==> config.mk <==
export PLATFORM = sky130hd
export DESIGN_NAME = hb_undo_log
export DESIGN_NICKNAME = d
export VERILOG_FILES = /design/src/rtl/hb_pkg.sv /design/src/rtl/hb_regfile.sv /design/src/rtl/hb_entries.sv /design/src/rtl/hb_ctrl.sv /design/src/rtl/hb_undo_log.sv
export SDC_FILE = /design/constraint.sdc
export NUM_CORES = 1
export LEC_CHECK = 0
export CORE_ASPECT_RATIO = 0.7
export CORE_MARGIN = 3
export CORE_UTILIZATION = 30
export CTS_BUF_LIST = sky130_fd_sc_hd__clkbuf_16
export DETAILED_ROUTE_END_ITERATION = 8
export DONT_BUFFER_PORTS = 1
export GPL_ROUTABILITY_DRIVEN = 1
export PLACE_DENSITY = 0.5
export SLEW_MARGIN = 10
export SYNTH_ARGS = -nofsm -noshare
export SYNTH_HDL_FRONTEND = slang
export SYNTH_SLANG_ARGS = --single-unit
==> constraint.sdc <==
create_clock -name clk -period 10.5 [get_ports clk]
set_clock_uncertainty 0.15 [all_clocks]
set_input_delay 0.525 -clock clk [delete_from_list [all_inputs] [get_ports clk]]
set_output_delay 0.525 -clock clk [all_outputs]
set_load 0.05 [all_outputs]
==> src/rtl/hb_pkg.sv <==
package hb_pkg;
    typedef enum logic [0:0] {
        HB_IDLE   = 1'b0,
        HB_UNWIND = 1'b1
    } hb_state_e;
endpackage

==> src/rtl/hb_regfile.sv <==
module hb_regfile #(
    parameter int NREG   = 8,
    parameter int DATA_W = 16,
    parameter int REG_W  = $clog2(NREG)
) (
    input  logic              clk,
    input  logic              rst_n,
    input  logic [REG_W-1:0]  rd_addr,
    output logic [DATA_W-1:0] rd_data,
    input  logic [REG_W-1:0]  old_addr,
    output logic [DATA_W-1:0] old_data,
    input  logic              we,
    input  logic [REG_W-1:0]  waddr,
    input  logic [DATA_W-1:0] wdata
);
    logic [DATA_W-1:0] regs_q [NREG];

    always_ff @(posedge clk) begin
        if (!rst_n) begin
            for (int i = 0; i < NREG; i++) regs_q[i] <= '0;
        end else if (we) begin
            regs_q[waddr] <= wdata;
        end
    end

    assign rd_data  = regs_q[rd_addr];
    assign old_data = regs_q[old_addr];
endmodule

==> src/rtl/hb_entries.sv <==
module hb_entries #(
    parameter int DEPTH  = 8,
    parameter int REG_W  = 3,
    parameter int DATA_W = 16,
    parameter int PC_W   = 16,
    parameter int IDX_W  = $clog2(DEPTH)
) (
    input  logic              clk,
    input  logic              rst_n,
    input  logic              al_go,
    input  logic [IDX_W-1:0]  al_idx,
    input  logic [REG_W-1:0]  al_dest,
    input  logic [PC_W-1:0]   al_pc,
    input  logic              cap_go,
    input  logic [IDX_W-1:0]  cap_idx,
    input  logic [DATA_W-1:0] cap_old,
    input  logic              cap_exc,
    input  logic              clr_go,
    input  logic [IDX_W-1:0]  clr_idx,
    output logic [DEPTH-1:0]  e_valid,
    output logic [DEPTH-1:0]  e_done,
    output logic [DEPTH-1:0]  e_exc,
    output logic [REG_W-1:0]  e_dest [DEPTH],
    output logic [DATA_W-1:0] e_old  [DEPTH],
    output logic [PC_W-1:0]   e_pc   [DEPTH]
);
    // Slot-local storage: each slot only listens to commands carrying its index.
    for (genvar s = 0; s < DEPTH; s++) begin : g_slot
        always_ff @(posedge clk) begin
            if (!rst_n) begin
                e_valid[s] <= 1'b0;
                e_done[s]  <= 1'b0;
                e_exc[s]   <= 1'b0;
                e_dest[s]  <= '0;
                e_old[s]   <= '0;
                e_pc[s]    <= '0;
            end else begin
                if (clr_go && clr_idx == IDX_W'(s)) begin
                    e_valid[s] <= 1'b0;
                    e_done[s]  <= 1'b0;
                end
                if (al_go && al_idx == IDX_W'(s)) begin
                    e_valid[s] <= 1'b1;
                    e_done[s]  <= 1'b0;
                    e_exc[s]   <= 1'b0;
                    e_dest[s]  <= al_dest;
                    e_pc[s]    <= al_pc;
                end
                if (cap_go && cap_idx == IDX_W'(s)) begin
                    e_done[s] <= 1'b1;
                    e_exc[s]  <= cap_exc;
                    e_old[s]  <= cap_old;
                end
            end
        end
    end
endmodule

==> src/rtl/hb_ctrl.sv <==
module hb_ctrl
    import hb_pkg::*;
#(
    parameter int DEPTH  = 8,
    parameter int REG_W  = 3,
    parameter int DATA_W = 16,
    parameter int PC_W   = 16,
    parameter int IDX_W  = $clog2(DEPTH)
) (
    input  logic              clk,
    input  logic              rst_n,
    input  logic              dec_valid,
    input  logic              done_valid,
    input  logic [IDX_W-1:0]  done_tag,
    input  logic [DATA_W-1:0] done_data,
    input  logic              retire_req,
    input  logic              mp_valid,
    input  logic [IDX_W-1:0]  mp_tag,
    input  logic [DEPTH-1:0]  e_valid,
    input  logic [DEPTH-1:0]  e_done,
    input  logic [DEPTH-1:0]  e_exc,
    input  logic [REG_W-1:0]  e_dest [DEPTH],
    input  logic [DATA_W-1:0] e_old  [DEPTH],
    input  logic [PC_W-1:0]   e_pc   [DEPTH],
    output logic              al_go,
    output logic [IDX_W-1:0]  tail,
    output logic              cap_go,
    output logic [REG_W-1:0]  cap_addr,
    output logic              clr_go,
    output logic [IDX_W-1:0]  clr_idx,
    output logic              rf_we,
    output logic [REG_W-1:0]  rf_waddr,
    output logic [DATA_W-1:0] rf_wdata,
    output logic              busy,
    output logic              retire_ack,
    output logic              log_full,
    output logic [IDX_W:0]    occupancy,
    output logic              fault_valid,
    output logic [PC_W-1:0]   fault_pc
);
    localparam int CNT_W = IDX_W + 1;

    hb_state_e          state_q, state_d;
    logic [IDX_W-1:0]   head_q, tail_q, cur_q;
    logic [CNT_W-1:0]   count_q, rem_q;
    logic               fault_q;
    logic [PC_W-1:0]    fault_pc_q;

    logic               idle, empty, fault_go, ret_go, mp_ok, mp_go, recov;
    logic [IDX_W-1:0]   mp_steps;

    // Request decoding, all from the state at the start of the cycle.
    always_comb begin
        idle     = (state_q == HB_IDLE);
        empty    = (count_q == '0);
        fault_go = idle && retire_req && !empty && e_done[head_q] && e_exc[head_q];
        mp_ok    = idle && !fault_go && mp_valid && e_valid[mp_tag];
        mp_steps = tail_q - mp_tag - IDX_W'(1);
        mp_go    = mp_ok && (mp_steps != '0);
        recov    = fault_go || mp_ok;
        ret_go   = idle && !recov && retire_req && !empty && e_done[head_q] && !e_exc[head_q];
        al_go    = idle && !recov && dec_valid && (count_q != CNT_W'(DEPTH));
        cap_go   = idle && !recov && done_valid && e_valid[done_tag] && !e_done[done_tag];
    end

    // State register.
    always_ff @(posedge clk) begin
        if (!rst_n) state_q <= HB_IDLE;
        else        state_q <= state_d;
    end

    // Transitions: T_FAULT, T_FLUSH, T_DONE.
    always_comb begin
        state_d = state_q;
        unique case (state_q)
            HB_IDLE:   if (fault_go || mp_go) state_d = HB_UNWIND;
            HB_UNWIND: if (rem_q == CNT_W'(1)) state_d = HB_IDLE;
        endcase
    end

    // Pointers, counters and the fault report.
    always_ff @(posedge clk) begin
        if (!rst_n) begin
            head_q     <= '0;
            tail_q     <= '0;
            cur_q      <= '0;
            count_q    <= '0;
            rem_q      <= '0;
            fault_q    <= 1'b0;
            fault_pc_q <= '0;
        end else begin
            fault_q <= 1'b0;
            unique case (state_q)
                HB_IDLE: begin
                    if (fault_go) begin
                        cur_q      <= tail_q - IDX_W'(1);
                        rem_q      <= count_q;
                        fault_q    <= 1'b1;
                        fault_pc_q <= e_pc[head_q];
                    end else if (mp_go) begin
                        cur_q <= tail_q - IDX_W'(1);
                        rem_q <= CNT_W'(mp_steps);
                    end else if (!mp_ok) begin
                        head_q  <= head_q + IDX_W'(ret_go);
                        tail_q  <= tail_q + IDX_W'(al_go);
                        count_q <= count_q + CNT_W'(al_go) - CNT_W'(ret_go);
                    end
                end
                HB_UNWIND: begin
                    cur_q   <= cur_q - IDX_W'(1);
                    tail_q  <= tail_q - IDX_W'(1);
                    count_q <= count_q - CNT_W'(1);
                    rem_q   <= rem_q - CNT_W'(1);
                end
            endcase
        end
    end

    // Outputs and datapath steering.
    always_comb begin
        busy        = (state_q == HB_UNWIND);
        tail        = tail_q;
        occupancy   = count_q;
        log_full    = (count_q == CNT_W'(DEPTH));
        retire_ack  = ret_go;
        fault_valid = fault_q;
        fault_pc    = fault_pc_q;
        cap_addr    = e_dest[done_tag];
        clr_go      = ret_go || busy;
        clr_idx     = busy ? cur_q : head_q;
        if (cap_go) begin
            rf_we    = 1'b1;
            rf_waddr = e_dest[done_tag];
            rf_wdata = done_data;
        end else begin
            rf_we    = busy && e_done[cur_q];
            rf_waddr = e_dest[cur_q];
            rf_wdata = e_old[cur_q];
        end
    end
endmodule

==> src/rtl/hb_undo_log.sv <==
module hb_undo_log #(
    parameter int NREG   = 8,
    parameter int DEPTH  = 8,
    parameter int DATA_W = 16,
    parameter int PC_W   = 16,
    parameter int REG_W  = $clog2(NREG),
    parameter int IDX_W  = $clog2(DEPTH)
) (
    input  logic              clk,
    input  logic              rst_n,
    input  logic              dec_valid,
    input  logic [REG_W-1:0]  dec_dest,
    input  logic [PC_W-1:0]   dec_pc,
    output logic [IDX_W-1:0]  dec_tag,
    output logic              log_full,
    input  logic              done_valid,
    input  logic [IDX_W-1:0]  done_tag,
    input  logic [DATA_W-1:0] done_data,
    input  logic              done_exc,
    input  logic              retire_req,
    output logic              retire_ack,
    input  logic              mp_valid,
    input  logic [IDX_W-1:0]  mp_tag,
    output logic              busy,
    output logic              fault_valid,
    output logic [PC_W-1:0]   fault_pc,
    output logic [IDX_W:0]    occupancy,
    input  logic [REG_W-1:0]  rd_addr,
    output logic [DATA_W-1:0] rd_data
);
    logic              al_go, cap_go, clr_go, rf_we;
    logic [IDX_W-1:0]  clr_idx;
    logic [REG_W-1:0]  cap_addr, rf_waddr;
    logic [DATA_W-1:0] rf_wdata, old_data;
    logic [DEPTH-1:0]  e_valid, e_done, e_exc;
    logic [REG_W-1:0]  e_dest [DEPTH];
    logic [DATA_W-1:0] e_old  [DEPTH];
    logic [PC_W-1:0]   e_pc   [DEPTH];

    hb_regfile #(.NREG(NREG), .DATA_W(DATA_W), .REG_W(REG_W)) u_rf (
        .clk(clk), .rst_n(rst_n),
        .rd_addr(rd_addr), .rd_data(rd_data),
        .old_addr(cap_addr), .old_data(old_data),
        .we(rf_we), .waddr(rf_waddr), .wdata(rf_wdata)
    );

    hb_entries #(.DEPTH(DEPTH), .REG_W(REG_W), .DATA_W(DATA_W), .PC_W(PC_W), .IDX_W(IDX_W)) u_log (
        .clk(clk), .rst_n(rst_n),
        .al_go(al_go), .al_idx(dec_tag), .al_dest(dec_dest), .al_pc(dec_pc),
        .cap_go(cap_go), .cap_idx(done_tag), .cap_old(old_data), .cap_exc(done_exc),
        .clr_go(clr_go), .clr_idx(clr_idx),
        .e_valid(e_valid), .e_done(e_done), .e_exc(e_exc),
        .e_dest(e_dest), .e_old(e_old), .e_pc(e_pc)
    );

    hb_ctrl #(.DEPTH(DEPTH), .REG_W(REG_W), .DATA_W(DATA_W), .PC_W(PC_W), .IDX_W(IDX_W)) u_ctrl (
        .clk(clk), .rst_n(rst_n),
        .dec_valid(dec_valid), .done_valid(done_valid), .done_tag(done_tag),
        .done_data(done_data), .retire_req(retire_req),
        .mp_valid(mp_valid), .mp_tag(mp_tag),
        .e_valid(e_valid), .e_done(e_done), .e_exc(e_exc),
        .e_dest(e_dest), .e_old(e_old), .e_pc(e_pc),
        .al_go(al_go), .tail(dec_tag), .cap_go(cap_go), .cap_addr(cap_addr),
        .clr_go(clr_go), .clr_idx(clr_idx),
        .rf_we(rf_we), .rf_waddr(rf_waddr), .rf_wdata(rf_wdata),
        .busy(busy), .retire_ack(retire_ack), .log_full(log_full),
        .occupancy(occupancy), .fault_valid(fault_valid), .fault_pc(fault_pc)
    );
endmodule

# Yosys cells after proc, flatten, opt, wreduce, memory -nomap -nowiden
# Memory sizes are Yosys's and may differ from the RTL's.
# Index checks and enable logic that the tools add are counted.
# Widths: inputs -> output; s select.
word_totals:
  ff_bits: 339
  ram_bits: 128
  n_memories: 1
op_classes:
  addsub: 10
  n_lt_le_gt_ge: 7
  eq_ne: 28
  n_mux: 101
  n_bitwise: 8
  reduce_logical: 85
mem_list:
  columns: ["memory", "depth", "word_bits", "read_ports", "rd_ports_with_merged_regs", "write_ports", "line", "source"]
  rows:
  - ["u_rf.regs_q", 8, 16, 2, 0, 8, "hb_regfile.sv:16", "logic [DATA_W-1:0] regs_q [NREG];"]
ops:
  columns: ["operator", "count"]
  rows:
  - ["$bmux 16 s3", 2]
  - ["$mux 16", 6]
  - ["$mux 1", 63]
  - ["$logic_and 1x1->1", 43]
  - ["$eq 3x3->1 const B", 12]
  - ["$mux 3", 12]
  - ["$reduce_bool 2->1", 16]
  - ["$reduce_bool 3->1", 9]
  - ["$mux 4", 5]
  - ["$bmux 1 s3", 6]
  - ["$bmux 3 s3", 2]
  - ["$eq 3x2->1 const B", 6]
  - ["$lt 3x4->1 const B", 4]
  - ["$pmux 4 s2", 2]
  - ["$reduce_or 16->1", 1]
  - ["$ge 4x4->1 const B", 3]
  - ["$not 3->4", 3]
  - ["$pmux 3 s2", 2]
  - ["$eq 3x1->1 const B", 3]
  - ["$logic_not 3->1", 3]
  - ["$sub 3x1->3 const B", 3]
  - ["$sub 4x1->4 const B", 2]
  - ["$add 3x1->3", 2]
  - ["$ne 2x2->1 const B", 3]
  - ["16 further kinds", 26]

# Logic depth before layout (Yosys ltp)
# Gate-level depths: netlist of run 1.
depth:
  word_depth: 21
  ltp_mapped: 18
  mapped_depth_nobuf: 16

# Cells and area by module
# From an unflattened synthesis of run 1, not the netlist that was laid out.
hier_totals:
  cells_unflattened: 2226
  hier_area_um2: 23396.2
modules_own_cells:
  columns: ["module", "n_inst", "cells_each", "area_each_um2"]
  rows:
  - ["hb_entries", 1, 1369, 11688.7]
  - ["hb_regfile", 1, 430, 6875.3]
  - ["hb_ctrl", 1, 427, 4832.1]

# Least setup slack after synthesis of run 1
# Ideal clock, no wire load.
synth_path:
  kind: "reg-to-reg"
  start: "register u_ctrl.count_q[1] (netlist: u_ctrl.occupancy[1])"
  end: "memory u_rf.regs_q[3][0], enable pin"
  setup_ns: 0.411
  arrival_time_ns: 3.679
  path_slack_ns: 6.260
  path_stages_with_launch: 11
  path_buffers: 2
  period_less_slack_ns: 4.240
  path_cell_list: "dfxtp_1 inv_1 ha_1 nand2_1 and3_1 a21boi_2 nor4_4 buf_4 mux2_2 buf_2 o21ai_0"
synth_lines:
  columns: ["element", "line", "source"]
  rows:
  - ["start: declaration", "hb_ctrl.sv:45", "logic [CNT_W-1:0] count_q, rem_q;"]
  - ["start signal: assignment", "hb_ctrl.sv:106", "count_q <= count_q + CNT_W'(al_go) - CNT_W'(ret_go);"]
  - ["start signal: assignment", "hb_ctrl.sv:112", "count_q <= count_q - CNT_W'(1);"]
  - ["end: declaration", "hb_regfile.sv:16", null]

==> impl_metrics.py, run 1 <==
metrics = {
    "floorplanning": {
        "fp.dieW_um": 332,
        "dieArea_um2": 77900,
        "initial_core_util": 0.304,
        "io_pins": 94,
        "fp.dieH_um": 234,
        "fp-row-count": 83,
        "coreArea_um2": 73600,
    },
    "routing": {
        "antenna_left": 0,
        "finalWirelength_um": 69200,
        "routedWlPerCell_um": 22.6,
        "drtIter0Drc": 1593,
        "vias": 16700,
        "drt_first_pass_iters": 5,
        "vias_per_cell": 5.46,
        "route.detailed.drc": 0,
    },
    "layout": {
        "area_growth_pct": 12.7,
        "fin_util": 0.342,
        "final-seq-area_um2": 10600,
        "multi_input_area_um2": 11000,
        "drive_above_1_share": 0.142,
        "n_fill_cell": 7260,
        "layout.nets": 2116,
    },
    "cts": {
        "cts.sinks": 467,
        "clkLatencyLatePin_ns": 0.61,
        "cts_resized": 0,
        "cts_root_buf": "clkbuf_16",
        "cts_setup_buffers": 0,
        "clockBufferDepth": 3,
        "path_clk_slew_ns": 0.06,
        "tritoncts": "done",
        "ctsHtreeMaxLevel": 2,
        "cts_buffers": 52,
    },
    "power": {
        "p_leak_nw": 8.83,
        "irDropWorstVdd_mv": 0.116,
        "total_power_mw": 4.63,
        "p_switching_mw": 1.36,
        "clkPwrFrac": 0.401,
        "switching_share": 0.293,
        "pwr_density_cell_nw_per_um2": 184,
        "p_int_mw": 3.27,
        "p_comb_frac": 0.163,
        "power_frac_seq": 0.436,
    },
    "synthesis": {
        "syn_nets": 2210,
        "yosysSeqAreaShare": 0.475,
        "synth_cell_types": 64,
        "yosys.area_share.simple": 0.120,
        "ys.flop_type": "dfxtp_1",
        "ys_warn_count": 0,
        "ys_ff_latch": 467,
        "synth_area_um2": 22400,
        "synth-adder-area-share": 0.0147,
        "synth-compound-area-share": 0.124,
        "synth_top_family_by_area": "multiplexers",
        "synth_edf_count": 128,
        "synthXorXnorAreaFrac": 0.00375,
        "synth-async-reset-ratio": 0,
        "synthMuxAreaShare": 0.218,
        "synth_cells": 2134,
        "avgSynthCellArea_um2": 10.5,
    },
    "place": {
        "io_buffers": 0,
        "gp_congestion": 0.833,
        "place_hpwl_um": 41500,
    },
    "min_path": {
        "hold_class": "input port to flop",
        "min_from": "rst_n",
    },
    "worst_setup_path": {
        "r2r_start": "u_ctrl.busy",
        "path_class": "flop to flop",
        "cp-end-kind": "flop",
        "reg2reg_slack_ns": 5.11,
        "cp.arrival_ns": 5.53,
        "crit_fanout": 73,
        "worst_setup_path_start_kind": "flop",
        "cp-startpoint": "u_ctrl.busy",
        "crit_required_ns": 10.65,
    },
    "timing": {
        "setup_viol_count_final": 0,
        "clock.fmax_mhz": 186,
        "rsz0062_at_grt": "false",
        "period_needed_ns": 5.39,
        "tightest_slew_ns": 1.32,
        "hold_ws_ns": 0.114,
        "timing.slew.headroom": 0.116,
        "hold_violations": 0,
        "finalSetupTns_ns": 0,
        "fin_crit_sh": 0.513,
        "maxSlewViolCount": 0,
    },
    "run": {
        "drv_cap": 0,
    },
    "global_routing": {
        "overflow": 0,
        "antenna_found_initial": 6,
        "grt_pass1_vias": 16600,
        "grt_max_degree": 187,
        "groute.usage.overall": 0.173,
        "grt_pass1_wl_um": 105000,
    },
    "outcome": {
        "outcome": "finished clean",
    },
}
placed cells by master (no fill, tap or decap), types with 7 or more instances in the layout:
cell,instances
nor2_1,133
bufinv_16,7
nor3_1,140
mux2i_1,201
clkinv_1,9
dlygate4sd3_1,20
ha_1,23
edfxtp_1,128
a21oi_1,219
nand2_1,232
a22oi_1,33
mux2_2,22
nand3_1,28
dfxtp_1,334
inv_1,43
a211oi_1,70
clkbuf_16,53
o21ai_0,62
buf_4,43
clkinv_2,8
a311oi_1,18
mux4_2,115
state kept, by name (all words and copies together) (netlist names):
signal / count
u_log.e_valid: 8
u_log.e_old: 128
u_ctrl.busy: 1
u_log.e_done: 8
u_log.e_pc: 128
u_ctrl.fault_valid: 1
u_ctrl.fault_pc: 16
u_ctrl.occupancy: 4
u_ctrl.head_q: 3
u_rf.regs_q: 128
u_ctrl.tail: 3
u_ctrl.rem_q: 4
u_ctrl.cur_q: 3
u_log.e_dest: 24
u_log.e_exc: 8
critical path, cell delays in order, from the launching register on:
cell      delay [ns]
dfxtp_2         0.31
buf_4           0.46
inv_1           0.52
and3_1          0.35
a21boi_4        0.15
buf_4           0.38
nor4_4          0.34
buf_4           0.50
mux2_2          0.69
o21ai_1         0.77
buf_4           0.34
cell families after synthesis:
logic type | count (synthesis)
AND/OR/NAND/NOR | 596
flip-flops | 467
AO/OA/AOI/OAI | 457
multiplexers | 341
buffers and inverters | 240
adder cells (fa/ha/maj) | 25
XOR/XNOR | 8
per-stage QoR:
step           area (µm²)  std cells  setup WS, ns
4_1_cts             25200       3060          5.12
6_report            25200       3062          5.11
2_1_floorplan       22400       2134          6.26
3_3_place_gp        23200       2942          5.17
3_5_place_dp        23300       2942          5.14
5_1_grt             25200       3062          4.82
power by group through the flow:
stage | logic [mW] | registers, mW | clock network [mW]
after floorplan | 0.554 | 2.03 | 0
final | 0.753 | 2.02 | 1.86
after global routing | 0.818 | 2.03 | 1.97
after global placement | 0.725 | 2.05 | 0
after CTS | 0.755 | 2.02 | 1.89
after detailed placement | 0.733 | 2.06 | 0
final cells by class:
cell class | count | area share
timing repair buffer | 64 | 0.0218
tap | 977 | 0.0485
sequential | 467 | 0.422
clock buffer | 53 | 0.0526
clock inverter | 44 | 0.0159
multi-input combinational | 1427 | 0.435
inverter | 28 | 0.00447
antenna | 2 | 0.000198
timing repair:
item / CTS / global route
endpoints found under the hold margin: 218 / 0
endpoints found under the setup margin: 0 / 0
hold buffers: 21 / 0
synth_stat cells, drive strengths merged, types with 3 or more instances:
library cell  number  area share
and2               6      0.0017
or4                6      0.0020
xor2               5      0.0020
a31oi              5      0.0014
a311oi            18      0.0070
o211ai             5      0.0017
nor2             137       0.023
a211o              4      0.0016
nor3             146       0.033
a211oi            70       0.023
o32a               4      0.0018
nand3             28      0.0063
o31ai              3      0.0016
nand2            232       0.039
ha                23       0.013
nor4              13      0.0061
buf               68       0.015
inv               27      0.0045
mux4             115        0.12
clkbuf           144       0.024
nor2b              5      0.0014
edfxtp           128        0.17
mux2              22       0.011
nand4b             3      0.0012
nor3b              5      0.0017
a21oi            219       0.049
o21ai             75       0.017
dfxtp            339        0.30
o21a               6      0.0020
a22oi             33       0.011
nand2b             6      0.0017
mux2i            204       0.091
path summary, 6_finish.rpt:
check                                    endpoint  depth (start not counted)
worst max-delay path            u_rf.regs_q[1][5]                         10
worst max register to register  u_rf.regs_q[1][5]                         10
worst min-delay path            u_rf.regs_q[0][5]                          1
worst min register to register    u_log.e_old[24]                          2
routing by layer:
| metal | up-vias | part of all wire | GRT usage |
|---|---|---|---|
| li1 | 7705 | - | - |
| met1 | 8331 | 0.45 | 0.239 |
| met2 | 532 | 0.46 | 0.276 |
| met3 | 133 | 0.064 | 0.0305 |
| met4 | 8 | 0.030 | 0.0600 |
| met5 | - | 0.00061 | 0 |
Power figures use the tool's default switching activity.
==> run 2: changes to the inputs <==
==> constraint.sdc (replaced) <==
create_clock -name clk -period 5.1 [get_ports clk]
set_clock_uncertainty 0.15 [all_clocks]
set_input_delay 0.255 -clock clk [delete_from_list [all_inputs] [get_ports clk]]
set_output_delay 0.255 -clock clk [all_outputs]
set_load 0.05 [all_outputs]
==> run 2 against run 1 <==
- combinational power up 120%
- sequential power up 100%
- register-to-register slack worse by 4.3 ns
- sequential share of layout area about the same
- routed wire length down 1.6%
- global-route usage down 0.32 points
- sequential cell count unchanged
- power up 96%
- cell count up 0.82%
- critical path type unchanged
- critical endpoint is now u_ctrl.occupancy[2]
- largest cell class unchanged
==> impl_metrics.py, run 2 (synthesis results as in run 1) <==
metrics = {
    "timing": {
        "fin_crit_sh": 0.841,
        "setup_viol_count_final": 0,
        "timing.slew.headroom": 0.185,
        "hold_violations": 0,
        "maxSlewViolCount": 0,
        "period_needed_ns": 4.29,
        "tightest_slew_ns": 1.22,
        "finalSetupTns_ns": 0,
        "clock.fmax_mhz": 233,
        "rsz0062_at_grt": "false",
    },
    "run": {
        "drv_cap": 0,
    },
    "power": {
        "pwr_density_cell_nw_per_um2": 359,
        "power_frac_seq": 0.453,
        "switching_share": 0.302,
        "p_leak_nw": 8.85,
        "p_comb_frac": 0.181,
        "p_int_mw": 6.32,
        "clkPwrFrac": 0.366,
        "total_power_mw": 9.06,
        "irDropWorstVdd_mv": 0.217,
        "p_switching_mw": 2.74,
    },
    "cts": {
        "cts_resized": 0,
        "cts_buffers": 50,
        "cts_setup_buffers": 0,
        "cts.sinks": 467,
        "cts_root_buf": "clkbuf_16",
        "clkLatencyLatePin_ns": 0.62,
        "ctsHtreeMaxLevel": 2,
        "tritoncts": "done",
        "clockBufferDepth": 3,
        "path_clk_slew_ns": 0.06,
    },
    "place": {
        "gp_congestion": 0.816,
        "io_buffers": 0,
        "dp.cells": 2957,
        "place_area_um2": 23400,
        "place_hpwl_um": 42000,
    },
    "routing": {
        "drtIter0Drc": 1415,
        "antenna_left": 0,
        "route.detailed.drc": 0,
        "finalWirelength_um": 68100,
        "vias": 16800,
        "routedWlPerCell_um": 22.1,
        "vias_per_cell": 5.45,
        "drt_first_pass_iters": 5,
    },
    "layout": {
        "finalInstanceArea_um2": 25200,
        "area_growth_pct": 12.8,
        "mostFrequentLayoutCell": "dfxtp_1",
        "instances_no_fill": 3087,
        "fin_util": 0.343,
        "n_fill_cell": 7296,
        "num_antenna_cells": 0,
        "reg_top3": "u_log.e_old: 128 flops, u_log.e_pc: 128 flops, u_rf.regs_q: 128 flops",
        "drive_above_1_share": 0.145,
        "layout.nets": 2147,
        "final_cell_mix": "334 x dfxtp_1, 232 x nand2_1, 219 x a21oi_1",
    },
    "floorplanning": {
        "fp-row-count": 83,
        "fp.dieW_um": 332,
        "io_pins": 94,
        "dieArea_um2": 77900,
        "fp.dieH_um": 234,
        "initial_core_util": 0.304,
        "coreArea_um2": 73600,
    },
    "global_routing": {
        "overflow": 0,
        "grt_pass1_vias": 16700,
        "use_met2": 0.275,
        "antenna_found_initial": 5,
        "use_met1": 0.237,
        "grt_max_degree": 170,
        "grt_use_met3": 0.0254,
        "groute.usage.overall": 0.170,
        "top_usage_layer": "met2",
        "grt_pass1_wl_um": 103000,
    },
    "outcome": {
        "outcome": "finished clean",
    },
    "worst_setup_path": {
        "crit_required_ns": 5.44,
        "crit_fanout": 72,
        "path_class": "flop to flop",
        "cp.arrival_ns": 4.63,
        "worst_setup_path_start_kind": "flop",
        "cp-end-kind": "flop",
        "rr_worst_depth": 17,
    },
    "min_path": {
        "hold_depth": 2,
        "hold_class": "input port to flop",
    },
}
-- run 2: cell types whose count changed in the layout (fill, tap and decap cells not counted), moves of 2 or more --
cell,before,now
buf_4,43,58
diode_2,2,0
inv_1,43,41
dlygate4sd3_1,20,38
clkbuf_16,53,50
clkinv_2,8,10
inv_16,2,0
bufinv_16,7,0
inv_2,0,2
-- run 2: power groups by stage --
stage                     clock network, mW  registers [mW]  logic [mW]
after global routing                   3.55            4.12        1.77
after CTS                              3.40            4.11        1.64
final                                  3.31            4.11        1.64
after floorplan                           0            4.19        1.14
after global placement                    0            4.18        1.57
after detailed placement                  0            4.19        1.58
-- run 2: worst paths after layout --
path,from,to,slack (ns)
worst max-delay path,u_ctrl.occupancy[1],u_ctrl.occupancy[2],0.81
worst min-delay path,done_data[0],u_rf.regs_q[7][0],0.04
worst max register to register,u_ctrl.occupancy[1],u_ctrl.occupancy[2],0.81
worst min register to register,u_log.e_old[23],u_log.e_old[23],0.30
-- run 2: what timing repair did --
action / 4_1_cts / 5_1_grt
endpoints found under the hold margin: 360 / 16
hold buffers: 38 / 1
setup endpoints to repair: 0 / 0
-- run 2: layer usage --
layer / vias to the layer above / part of all wire
met2: 472 / 0.46
li1: 7753 / -
met1: 8478 / 0.46
met5: - / 0.00062
met4: 8 / 0.024
met3: 109 / 0.053
-- run 2: final cells by class --
type                            count  area, µm²  share of cell area
Multi-Input combinational cell   1427      11000               0.434
Inverter                           28        113             0.00446
Tap cell                          977       1220              0.0484
Clock inverter                     41        218             0.00863
Sequential cell                   467      10600               0.421
Clock buffer                       50       1250              0.0496
Timing Repair Buffer               97        843              0.0334
-- run 2: stage by stage --
step                      hold slack [ns]  setup WS [ns]
final                              0.0398          0.809
after global routing               0.0409          0.600
after CTS                         0.00184          0.831
after detailed placement            0.248          0.860
after global placement              0.244          0.922
after floorplan                     0.279          0.860
-- run 2: worst max-delay path, cell delays in order (launching register included) --
cell      delay [ns]
dfxtp_1         0.31
buf_4           0.23
inv_1           0.15
ha_1            0.22
nand2_1         0.07
and3_1          0.24
a21boi_4        0.24
buf_4           0.68
nor3_1          0.21
nand2_1         0.15
ha_1            0.23
inv_1           0.06
ha_1            0.17
inv_1           0.06
fa_1            0.42
xor2_1          0.20
o21ai_0         0.10
a211oi_1        0.23
